### config.mk
export PLATFORM = sky130hd
export DESIGN_NAME = flash_isp_ctrl
export DESIGN_NICKNAME = d
export VERILOG_FILES = /design/src/rtl/isp_pkg.sv /design/src/rtl/isp_unlock.sv /design/src/rtl/isp_region_check.sv /design/src/rtl/isp_mem.sv /design/src/rtl/flash_isp_ctrl.sv
export SDC_FILE = /design/constraint.sdc
export NUM_CORES = 1
export LEC_CHECK = 0
export CELL_PAD_IN_SITES_DETAIL_PLACEMENT = 0
export CELL_PAD_IN_SITES_GLOBAL_PLACEMENT = 1
export CORE_UTILIZATION = 30
export DETAILED_ROUTE_END_ITERATION = 8
export HOLD_SLACK_MARGIN = 0.1
export PLACE_DENSITY_LB_ADDON = 0.1
export SLEW_MARGIN = 20
export SYNTH_ARGS = -nofsm -noshare
export SYNTH_HDL_FRONTEND = slang
export SYNTH_SLANG_ARGS = --single-unit
export TNS_END_PERCENT = 1
### constraint.sdc
create_clock -name clk -period 4.6 [get_ports clk]
set_input_delay 0.92 -clock clk [delete_from_list [all_inputs] [get_ports clk]]
set_output_delay 0.92 -clock clk [all_outputs]
set_load 0.02 [all_outputs]
### src/rtl/isp_pkg.sv
package isp_pkg;
  typedef enum logic [1:0] {
    CMD_READ  = 2'd0,
    CMD_PROG  = 2'd1,
    CMD_ERASE = 2'd2,
    CMD_RSVD  = 2'd3
  } isp_cmd_e;

  localparam logic [2:0] RA_CTRL = 3'd0;
  localparam logic [2:0] RA_CMD  = 3'd1;
  localparam logic [2:0] RA_ADDR = 3'd2;
  localparam logic [2:0] RA_DATA = 3'd3;
  localparam logic [2:0] RA_GO   = 3'd4;
  localparam logic [2:0] RA_KEY  = 3'd5;
endpackage

### src/rtl/isp_unlock.sv
module isp_unlock #(
  parameter logic [7:0] KEY0 = 8'hA5,
  parameter logic [7:0] KEY1 = 8'h3C,
  parameter logic [7:0] KEY2 = 8'hE1
) (
  input  logic       clk,
  input  logic       rst,
  input  logic       wr,
  input  logic       is_key,
  input  logic [7:0] wbyte,
  output logic       unlocked
);
  logic [1:0] stage_q;
  logic [7:0] expect_key;

  always_comb begin
    case (stage_q)
      2'd0:    expect_key = KEY0;
      2'd1:    expect_key = KEY1;
      default: expect_key = KEY2;
    endcase
  end

  always_ff @(posedge clk) begin
    if (rst) begin
      stage_q <= 2'd0;
    end else if (wr) begin
      if (stage_q == 2'd3) begin
        if (is_key) stage_q <= 2'd0;
      end else if (is_key && wbyte == expect_key) begin
        stage_q <= stage_q + 2'd1;
      end else if (is_key && wbyte == KEY0) begin
        stage_q <= 2'd1;
      end else begin
        stage_q <= 2'd0;
      end
    end
  end

  assign unlocked = (stage_q == 2'd3);

  // the lock opens only right after the last key word was written
  a_r2_open_after_last_key: assert property (@(posedge clk) disable iff (rst)
    $rose(unlocked) |-> $past(wr && is_key && wbyte == KEY2));
endmodule

### src/rtl/isp_region_check.sv
module isp_region_check #(
  parameter int AW         = 6,
  parameter int APP_WORDS  = 32,
  parameter int BOOT_WORDS = 8,
  parameter int CFG_WORDS  = 4
) (
  input  isp_pkg::isp_cmd_e cmd,
  input  logic [AW-1:0]     addr,
  input  logic              en,
  input  logic              boot_upd,
  input  logic              cfg_upd,
  input  logic              app_upd,
  output logic              err
);
  import isp_pkg::*;
  localparam int BOOT_BASE = APP_WORDS;
  localparam int CFG_BASE  = APP_WORDS + BOOT_WORDS;
  localparam int TOTAL     = CFG_BASE + CFG_WORDS;

  logic [31:0] a32;
  logic        in_range, in_app, in_boot, region_ok, modifies;

  always_comb begin
    a32       = 32'(addr);
    in_range  = a32 < 32'(TOTAL);
    in_app    = a32 < 32'(BOOT_BASE);
    in_boot   = !in_app && a32 < 32'(CFG_BASE);
    region_ok = in_app ? app_upd : (in_boot ? boot_upd : cfg_upd);
    modifies  = (cmd == CMD_PROG) || (cmd == CMD_ERASE);
    err = !en || (cmd == CMD_RSVD) || !in_range || (modifies && !region_ok);
  end
endmodule

### src/rtl/isp_mem.sv
module isp_mem #(
  parameter int AW    = 6,
  parameter int DW    = 32,
  parameter int DEPTH = 44
) (
  input  logic          clk,
  input  logic          we,
  input  logic [AW-1:0] waddr,
  input  logic [DW-1:0] wdata,
  input  logic          re,
  input  logic [AW-1:0] raddr,
  output logic [DW-1:0] rdata
);
  logic [DW-1:0] store [DEPTH];

  always_ff @(posedge clk) begin
    if (we) store[waddr] <= wdata;
    if (re) rdata <= store[raddr];
  end
endmodule

### src/rtl/flash_isp_ctrl.sv
module flash_isp_ctrl #(
  parameter int         DW         = 32,
  parameter int         AW         = 6,
  parameter int         APP_WORDS  = 32,
  parameter int         BOOT_WORDS = 8,
  parameter int         CFG_WORDS  = 4,
  parameter int         PAGE_WORDS = 4,
  parameter int         LATENCY    = 8,
  parameter logic [7:0] KEY0       = 8'hA5,
  parameter logic [7:0] KEY1       = 8'h3C,
  parameter logic [7:0] KEY2       = 8'hE1
) (
  input  logic          clk,
  input  logic          rst,
  input  logic          bus_wr,
  input  logic [2:0]    bus_addr,
  input  logic [DW-1:0] bus_wdata,
  output logic [DW-1:0] bus_rdata,
  output logic          busy,
  output logic          fail
);
  import isp_pkg::*;
  localparam int TOTAL = APP_WORDS + BOOT_WORDS + CFG_WORDS;
  localparam int PGW   = $clog2(PAGE_WORDS);
  localparam int CW    = $clog2(LATENCY + 1);

  logic          en_q, boot_q, cfg_q, app_q, fail_q;
  isp_cmd_e      cmd_q;
  logic [AW-1:0] addr_q;
  logic [DW-1:0] data_q;
  logic          busy_q, first_q;
  logic [CW-1:0] cnt_q;
  logic          unlocked, err, last;
  logic          wr_ctrl, wr_cmd, wr_addr, wr_data, wr_go, wr_key;
  logic          mem_we, mem_re;
  logic [AW-1:0] mem_waddr;
  logic [DW-1:0] mem_wdata, mem_q;

  assign wr_ctrl = bus_wr && bus_addr == RA_CTRL;
  assign wr_cmd  = bus_wr && bus_addr == RA_CMD;
  assign wr_addr = bus_wr && bus_addr == RA_ADDR;
  assign wr_data = bus_wr && bus_addr == RA_DATA;
  assign wr_go   = bus_wr && bus_addr == RA_GO;
  assign wr_key  = bus_wr && bus_addr == RA_KEY;

  isp_unlock #(.KEY0(KEY0), .KEY1(KEY1), .KEY2(KEY2)) u_lock (
    .clk(clk), .rst(rst), .wr(bus_wr), .is_key(wr_key),
    .wbyte(bus_wdata[7:0]), .unlocked(unlocked)
  );

  isp_region_check #(.AW(AW), .APP_WORDS(APP_WORDS), .BOOT_WORDS(BOOT_WORDS),
                     .CFG_WORDS(CFG_WORDS)) u_chk (
    .cmd(cmd_q), .addr(addr_q), .en(en_q), .boot_upd(boot_q),
    .cfg_upd(cfg_q), .app_upd(app_q), .err(err)
  );

  // Operation sequencing: error check in the first busy cycle, array
  // read in that cycle, erase writes across the first PAGE_WORDS cycles,
  // program write and read capture in the last cycle.
  assign last = cnt_q == CW'(LATENCY - 1);

  always_comb begin
    mem_re    = busy_q && first_q && !err && cmd_q != CMD_ERASE;
    mem_we    = 1'b0;
    mem_waddr = addr_q;
    mem_wdata = mem_q & data_q;
    if (busy_q && cmd_q == CMD_ERASE) begin
      mem_we    = (32'(cnt_q) < 32'(PAGE_WORDS)) && !(first_q && err);
      mem_waddr = {addr_q[AW-1:PGW], cnt_q[PGW-1:0]};
      mem_wdata = '1;
    end else if (busy_q && cmd_q == CMD_PROG && !first_q) begin
      mem_we = last;
    end
  end

  isp_mem #(.AW(AW), .DW(DW), .DEPTH(TOTAL)) u_mem (
    .clk(clk), .we(mem_we), .waddr(mem_waddr), .wdata(mem_wdata),
    .re(mem_re), .raddr(addr_q), .rdata(mem_q)
  );

  always_ff @(posedge clk) begin
    if (rst) begin
      en_q    <= 1'b0;
      boot_q  <= 1'b0;
      cfg_q   <= 1'b0;
      app_q   <= 1'b0;
      fail_q  <= 1'b0;
      cmd_q   <= CMD_READ;
      addr_q  <= '0;
      data_q  <= '0;
      busy_q  <= 1'b0;
      first_q <= 1'b0;
      cnt_q   <= '0;
    end else begin
      if (wr_ctrl && unlocked) begin
        en_q   <= bus_wdata[0];
        boot_q <= bus_wdata[1];
        cfg_q  <= bus_wdata[2];
        app_q  <= bus_wdata[3];
      end
      if (busy_q && first_q && err) fail_q <= 1'b1;
      else if (wr_ctrl && bus_wdata[4]) fail_q <= 1'b0;

      if (!busy_q) begin
        if (wr_cmd)  cmd_q  <= isp_cmd_e'(bus_wdata[1:0]);
        if (wr_addr) addr_q <= bus_wdata[AW-1:0];
        if (wr_data) data_q <= bus_wdata;
        if (wr_go && bus_wdata[0]) begin
          busy_q  <= 1'b1;
          first_q <= 1'b1;
          cnt_q   <= '0;
        end
      end else begin
        first_q <= 1'b0;
        if (first_q && err) begin
          busy_q <= 1'b0;
        end else if (last) begin
          busy_q <= 1'b0;
          if (cmd_q == CMD_READ) data_q <= mem_q;
        end else begin
          cnt_q <= cnt_q + CW'(1);
        end
      end
    end
  end

  always_ff @(posedge clk) begin
    if (rst) begin
      bus_rdata <= '0;
    end else begin
      case (bus_addr)
        RA_CTRL: bus_rdata <= DW'({fail_q, app_q, cfg_q, boot_q, en_q});
        RA_CMD:  bus_rdata <= DW'(cmd_q);
        RA_ADDR: bus_rdata <= DW'(addr_q);
        RA_DATA: bus_rdata <= data_q;
        RA_GO:   bus_rdata <= DW'(busy_q);
        RA_KEY:  bus_rdata <= DW'(unlocked);
        default: bus_rdata <= '0;
      endcase
    end
  end

  assign busy = busy_q;
  assign fail = fail_q;

  // permission bits hold while the lock is closed
  a_r3_ctrl_locked: assert property (@(posedge clk) disable iff (rst)
    !unlocked |=> $stable({en_q, boot_q, cfg_q, app_q}));
  // an idle launch write starts an operation
  a_r4_launch: assert property (@(posedge clk) disable iff (rst)
    (!busy_q && wr_go && bus_wdata[0]) |=> busy_q);
  // an illegal request ends at once and raises the flag
  a_r8_fail_fast: assert property (@(posedge clk) disable iff (rst)
    (busy_q && first_q && err) |=> (fail_q && !busy_q));
  // no array write while the request is judged illegal
  a_r8_no_write: assert property (@(posedge clk) disable iff (rst)
    (busy_q && first_q && err) |-> !mem_we);
  // the flag only drops on a clearing write
  a_r9_sticky: assert property (@(posedge clk) disable iff (rst)
    (fail_q && !(wr_ctrl && bus_wdata[4])) |=> fail_q);
  // request registers hold during an operation
  a_r10_hold: assert property (@(posedge clk) disable iff (rst)
    busy_q |=> ($stable(addr_q) && $stable(cmd_q) && (cmd_q != CMD_READ || $stable(data_q) || !busy_q)));
endmodule

[After elaboration in Yosys (flattened, before gate mapping)]
Memory sizes are Yosys's and may differ from the RTL's. A register that Yosys moved wholly into a read port is not among the register bits.
Cells that the tools add are included.
Storage, ports and cells
  register bits after elaboration: 85
  RAM bits: 1408
  input port bits: 38
  output and inout bits: 34
  word-level logic and storage cells: 115
  memories kept: 1
Memory list
  u_mem.store: words 44, bits a word 32, rd ports 1, clocked after Yosys merged registers in 1, write ports 1, line isp_mem.sv:14  | logic [DW-1:0] store [DEPTH];
Operators by class
  add/sub/neg operators: 2
  order comparisons: 4
  equal/unequal tests: 19
  muxes and demuxes: 29
  bitwise operators: 2
  reductions and logical operators: 45
Operators with widths (count)
  $mux W32: 6
  $pmux W32 S6: 1
  $and A32 B32 Y32: 1
  $logic_and A1 B1 Y1: 22
  $lt A6 B6 Y1 const B: 3
  $mux W4: 4
  $pmux W8 S2: 1
  $mux W1: 13
  $eq A8 B8 Y1: 1
  $eq A8 B8 Y1 const B: 1
  $mux W2: 4
  $logic_not A1 Y1: 7
  $eq A2 B2 Y1 const B: 3
  $eq A3 B2 Y1 const B: 2
  $eq A3 B3 Y1 const B: 2
  $ne A2 B1 Y1 const B: 3
  $ne A2 B2 Y1 const B: 3
  $reduce_and A2 Y1: 3
  $reduce_bool A2 Y1: 3
  $add A4 B1 Y4 const B: 1
  $eq A2 B1 Y1 const B: 2
  $eq A4 B3 Y1 const B: 1
  $logic_not A2 Y1: 2
  $logic_or A1 B1 Y1: 4
  8 further kinds: 8

[Depth between registers and ports, before layout]
  word-level depth: 14
  depth in mapped cells: 9
  gate-level depth less buffers: 7

[Cells and area by module]
Synthesis repeated with hierarchy kept, for this count alone.
Unflattened totals
  cells, all modules: 2935
  area total of the unflattened synthesis: 58966.6 um2
Modules (own cells, without submodules)
  isp_mem: instances 1, cells each 2500, area each 54886.4 um2, seq. area each 43241.5 um2
  flash_isp_ctrl: instances 1, cells each 401, area each 3791.1 um2, seq. area each 1661.6 um2
  isp_unlock: instances 1, cells each 26, area each 225.2 um2, seq. area each 40.0 um2
  isp_region_check: instances 1, cells each 8, area each 63.8 um2, seq. area each 0.0 um2

[Worst setup path after synthesis]
Ideal clock, no wire load.
  path kind: register to register
  from: reg cmd_q[0]
  to: mem u_mem.store[0][0], enable pin
  library setup time: 461 ps
  data arrival time: 3798 ps
  data required time: 4139 ps
  slack: 340 ps
  cell stages (with the launch flop): 9
  buffers on the path: 2
  clock period less this slack: 4260 ps
  cell sequence: dfxtp_1 inv_1 ha_1 and3_1 a22oi_1 buf_4 a21oi_4 buf_2 nor3_1
Between the ends
  longest elaborated chain between the ends: 10
  elaborated cells on any way between the ends: 19
  classes of those cells: eq/ne: 3; mux: 5; reduce/logical: 11
RTL lines
  from (decl): line flash_isp_ctrl.sv:28  | isp_cmd_e cmd_q;
  from (signal assigned): line flash_isp_ctrl.sv:105  | if (wr_cmd) cmd_q <= isp_cmd_e'(bus_wdata[1:0]);
  $eq A2 B2 Y1 (tied with other cells): line isp_region_check.sv:30  | err = !en || (cmd == CMD_RSVD) || !in_range || (modifies && !region_ok);
  $logic_or A1 B1 Y1 (on tied branches): line isp_region_check.sv:30, isp_region_check.sv:29
  $logic_or A1 B1 Y1 or $logic_and A1 B1 Y1 (tied branches): line isp_region_check.sv:30
  $logic_or A1 B1 Y1: line isp_region_check.sv:30
  $logic_and A1 B1 Y1: line flash_isp_ctrl.sv:68  | mem_we = (32'(cnt_q) < 32'(PAGE_WORDS)) && !(first_q && err);
  $logic_not A1 Y1: line flash_isp_ctrl.sv:68
  $logic_and A1 B1 Y1: line flash_isp_ctrl.sv:68
  $mux W1: line flash_isp_ctrl.sv:67  | if (busy_q && cmd_q == CMD_ERASE) begin
  $mux W1: line isp_mem.sv:17  | if (we) store[waddr] <= wdata;
  $mux W1 (implied by the code): line isp_mem.sv:17
  to (decl): line isp_mem.sv:14
Parallel ways exist; a longest one is shown, timed or not.

[Worst setup path after layout]
  from: reg addr_q[5]
  to: reg u_mem.rdata[19], read port of u_mem.store, data pin
Between the ends
  longest elaborated chain between the ends: 11
  elaborated cells on any way between the ends: 15
  classes of those cells: order compare: 3; mux: 2; reduce/logical: 10
RTL lines
  from (decl): line flash_isp_ctrl.sv:29  | logic [AW-1:0] addr_q;
  from (signal assigned): line flash_isp_ctrl.sv:106  | if (wr_addr) addr_q <= bus_wdata[AW-1:0];
  $lt A6 B6 Y1: line isp_region_check.sv:26  | in_app = a32 < 32'(BOOT_BASE);
  $logic_not A1 Y1: line isp_region_check.sv:27  | in_boot = !in_app && a32 < 32'(CFG_BASE);
  $logic_and A1 B1 Y1: line isp_region_check.sv:27
  $mux W1 (2 in a row): line isp_region_check.sv:28  | region_ok = in_app ? app_upd : (in_boot ? boot_upd : cfg_upd);
  $logic_not A1 Y1: line isp_region_check.sv:30
  $logic_and A1 B1 Y1: line isp_region_check.sv:30
  $logic_or A1 B1 Y1: line isp_region_check.sv:30
  $logic_not A1 Y1: line flash_isp_ctrl.sv:63  | mem_re = busy_q && first_q && !err && cmd_q != CMD_ERASE;
  $logic_and A1 B1 Y1 (2 in a row): line flash_isp_ctrl.sv:63
  to (decl): line isp_mem.sv:12  | output logic [DW-1:0] rdata
Parallel ways exist; a longest one is shown, timed or not.
A chain may end at the register's enable or synchronous reset.

==> results.cfg <==
[worst_setup_path]
slowest_delay_ps = 920
critPathArrivalTime_ps = 4080
crit_family = simple AND/OR/NAND/NOR gates
crit_buf_inv = 0
worstSetupStartpointType = flip-flop
required_ps = 5070
critPathMaxFanout = 19
critical_path_class = flip-flop to flip-flop
cp_cell_sequence = or3b_2, nor2_2, a22o_1, a221oi_1, o211ai_1
endpoint_kind = flip-flop
slowest_stage = or3b_2

[synthesis]
syn_nets = 2975
yosysMostFrequentCell = edfxtp_1
synth_common_cells = edfxtp_1, mux4_2, mux2i_1
synth.area.mux_share = 0.147
synthSimpleGateAreaFrac = 0.0289
synth_top_family_by_area = multiplexers
synth_compound_area_frac = 0.0418
syn_area_per_cell_um2 = 20.1
synth_edf_count = 1440
synth-main-ff-cell = edfxtp_1
synth_xor_xnor_area_share = 0
yosys.area.top_type_share = 0.734
synth_warnings = 0
yosysUniqueCellTypes = 58
syn_area_um2 = 58900
ys_seq_elements = 1525
yosysTopAreaCell = edfxtp_1
async_reset_ff_frac = 0
ys_seq_area_frac = 0.763
syn_inst = 2929
synth.area.top_cells = edfxtp_1, mux4_2, mux2i_1
yosys.area_share.adder = 0.00170

[clock_tree]
hold_buffers = 0
clock-sinks = 1525
cts_tree = done
insertion_delay_ps = 820
cts-root-buf = clkbuf_16
tritoncts.num_buffers = 171
cts_setup_buffers = 0
cts_max_level = 4
cts.repair.resized = 0
cts.path.max_buffers = 3
path_clk_slew_ps = 60

[sta]
setup-violations-final = 0
fin_worst_skew_ps = 30.0
hold_viol = 0
max_slew_margin = 0.213
fin_tns_setup_ps = 0
post-route-period-util = 0.785
grt_setup_unrepaired = false
finalCriticalPeriod_ps = 3610
max_freq_ghz = 0.277
finalMaxSlewViolations = 0
tightest_slew_ps = 1180

[global_routing]
grt_use_total = 0.179
grt_first_pass_wirelength_mm = 248
antenna_found_initial = 2
grt_pass1_vias = 31235
grt_max_degree = 90
grt_overflow_total = 0

[routing]
wl_per_cell_um = 29.9
vias = 29735
wirelength_mm = 177
viasPerCell = 5.02
drc = 0
final_antenna_net_count = 0
dr.pass1.iters = 5
drt_iter0_markers = 2704

[pwr]
powerDensity_nw_per_um2 = 415
irDropWorstVdd_mv = 0.359
total_power_mw = 28.6
p_leak_nw = 22.9

[layout]
multi_input_area_um2 = 13300
fill_cells = 18203
drive_above_1_share = 0.232
utilization = 0.353
area_delta_synth_final_pct = 16.8
seqCellArea_um2 = 45000
final_nets = 3199

[floorplan]
initial_core_util = 0.302
rows = 162
core_region_area_um2 = 195000
die-area_um2 = 198000
die_y_um = 445
ios = 72
fp.dieW_um = 445

[place]
io_buffers = 71
dp_hpwl_mm = 109
gp_congestion = 0.773

[run_status]
status = finished clean

[flow_run]
max_cap_viol_count = 0

[hold_path]
worstHoldPathType = flip-flop to flip-flop
flip-flops by register name, indices dropped and copies added, names as in the netlist:
name / cells
addr_q: 6
app_q: 1
boot_q: 1
bus_rdata: 32
busy: 1
cfg_q: 1
cmd_q: 2
cnt_q: 4
data_q: 32
en_q: 1
fail: 1
first_q: 1
u_lock.stage_q: 2
u_mem.rdata: 32
u_mem.store: 1408
worst register-to-register path, stage by stage, from the launching register on:
cell and delay (ps):
dfxtp_1 690, or3b_2 930, nor2_2 440, a22o_1 350, a221oi_1 550, o211ai_1 320
kinds of logic after synthesis:
kind of cell               Yosys count
and+or+nand+nor                    355
adders and majority gates            8
muxes                              527
AOI/OAI and AO/OA                  332
buffers and inverters              182
DFF                               1525
area by class of cell:
type,count,area share
multi-input combinational,1222,0.193
clock buffer,230,0.0670
timing repair buffer,223,0.0290
clock inverter,79,0.00909
sequential,1525,0.653
antenna,6,0.000218
tap,2624,0.0477
inverter,10,0.000546
layer usage:
layer / vias to the layer above / wire, um / global-route usage / share of wire
li1: 12645 / - / - / -
met1: 16161 / 80000 / 0.246 / 0.45
met2: 715 / 85000 / 0.291 / 0.48
met3: 214 / 7890 / 0.0300 / 0.045
met4: 0 / 4050 / 0.0511 / 0.023
met5: - / 0 / 0 / 0
cell usage in the layout (no fill, tap or decap), types with 10 or more instances in the layout:
| cell | Yosys | routed |
|---|---|---|
| buf_4 | 19 | 140 |
| mux4_2 | 268 | 268 |
| nor3_2 | 0 | 38 |
| o221ai_1 | 13 | 13 |
| a21oi_1 | 48 | 48 |
| edfxtp_1 | 1440 | 1440 |
| nand4_1 | 16 | 16 |
| mux2_2 | 16 | 16 |
| a211oi_1 | 66 | 66 |
| a22o_1 | 34 | 34 |
| nand2_1 | 135 | 108 |
| clkbuf_16 | 0 | 172 |
| nor2_1 | 50 | 36 |
| nor3_1 | 52 | 14 |
| clkdlybuf4s50_1 | 0 | 70 |
| dfxtp_1 | 85 | 80 |
| nand3_1 | 24 | 24 |
| o211ai_1 | 23 | 23 |
| mux2i_1 | 243 | 243 |
| and2_1 | 31 | 31 |
| nand2_2 | 0 | 26 |
| o21ai_0 | 10 | 10 |
| clkbuf_1 | 58 | 49 |
| buf_12 | 1 | 12 |
| clkinv_2 | 0 | 22 |
| clkinv_1 | 0 | 36 |
| a221oi_1 | 32 | 32 |
| a22oi_1 | 70 | 69 |
path summary, 6_finish.rpt:
check	slack, ps	start	depth (start not counted)	end
max	990	addr_q[5]	5	u_mem.rdata[19]
max reg2reg	990	addr_q[5]	5	u_mem.rdata[19]
min reg2reg	490	data_q[29]	1	bus_rdata[29]
min	490	data_q[29]	1	bus_rdata[29]
where the power goes:
group          total, mW  internal (mW)  switching, mW
Clock               12.9           7.37           5.56
Combinational      0.563          0.197          0.366
Sequential          15.1           15.0         0.0258
per-stage QoR:
stage	setup WS [ps]	cell area [um2]	cells	hold WS, ps
after floorplan	340	58900	2929	442
final	989	68800	5919	492
after global placement	938	63500	5602	488
after global routing	838	68800	5913	517
after CTS	916	68800	5913	493
after detailed placement	950	63500	5604	481
Power figures use the tool's default switching activity.
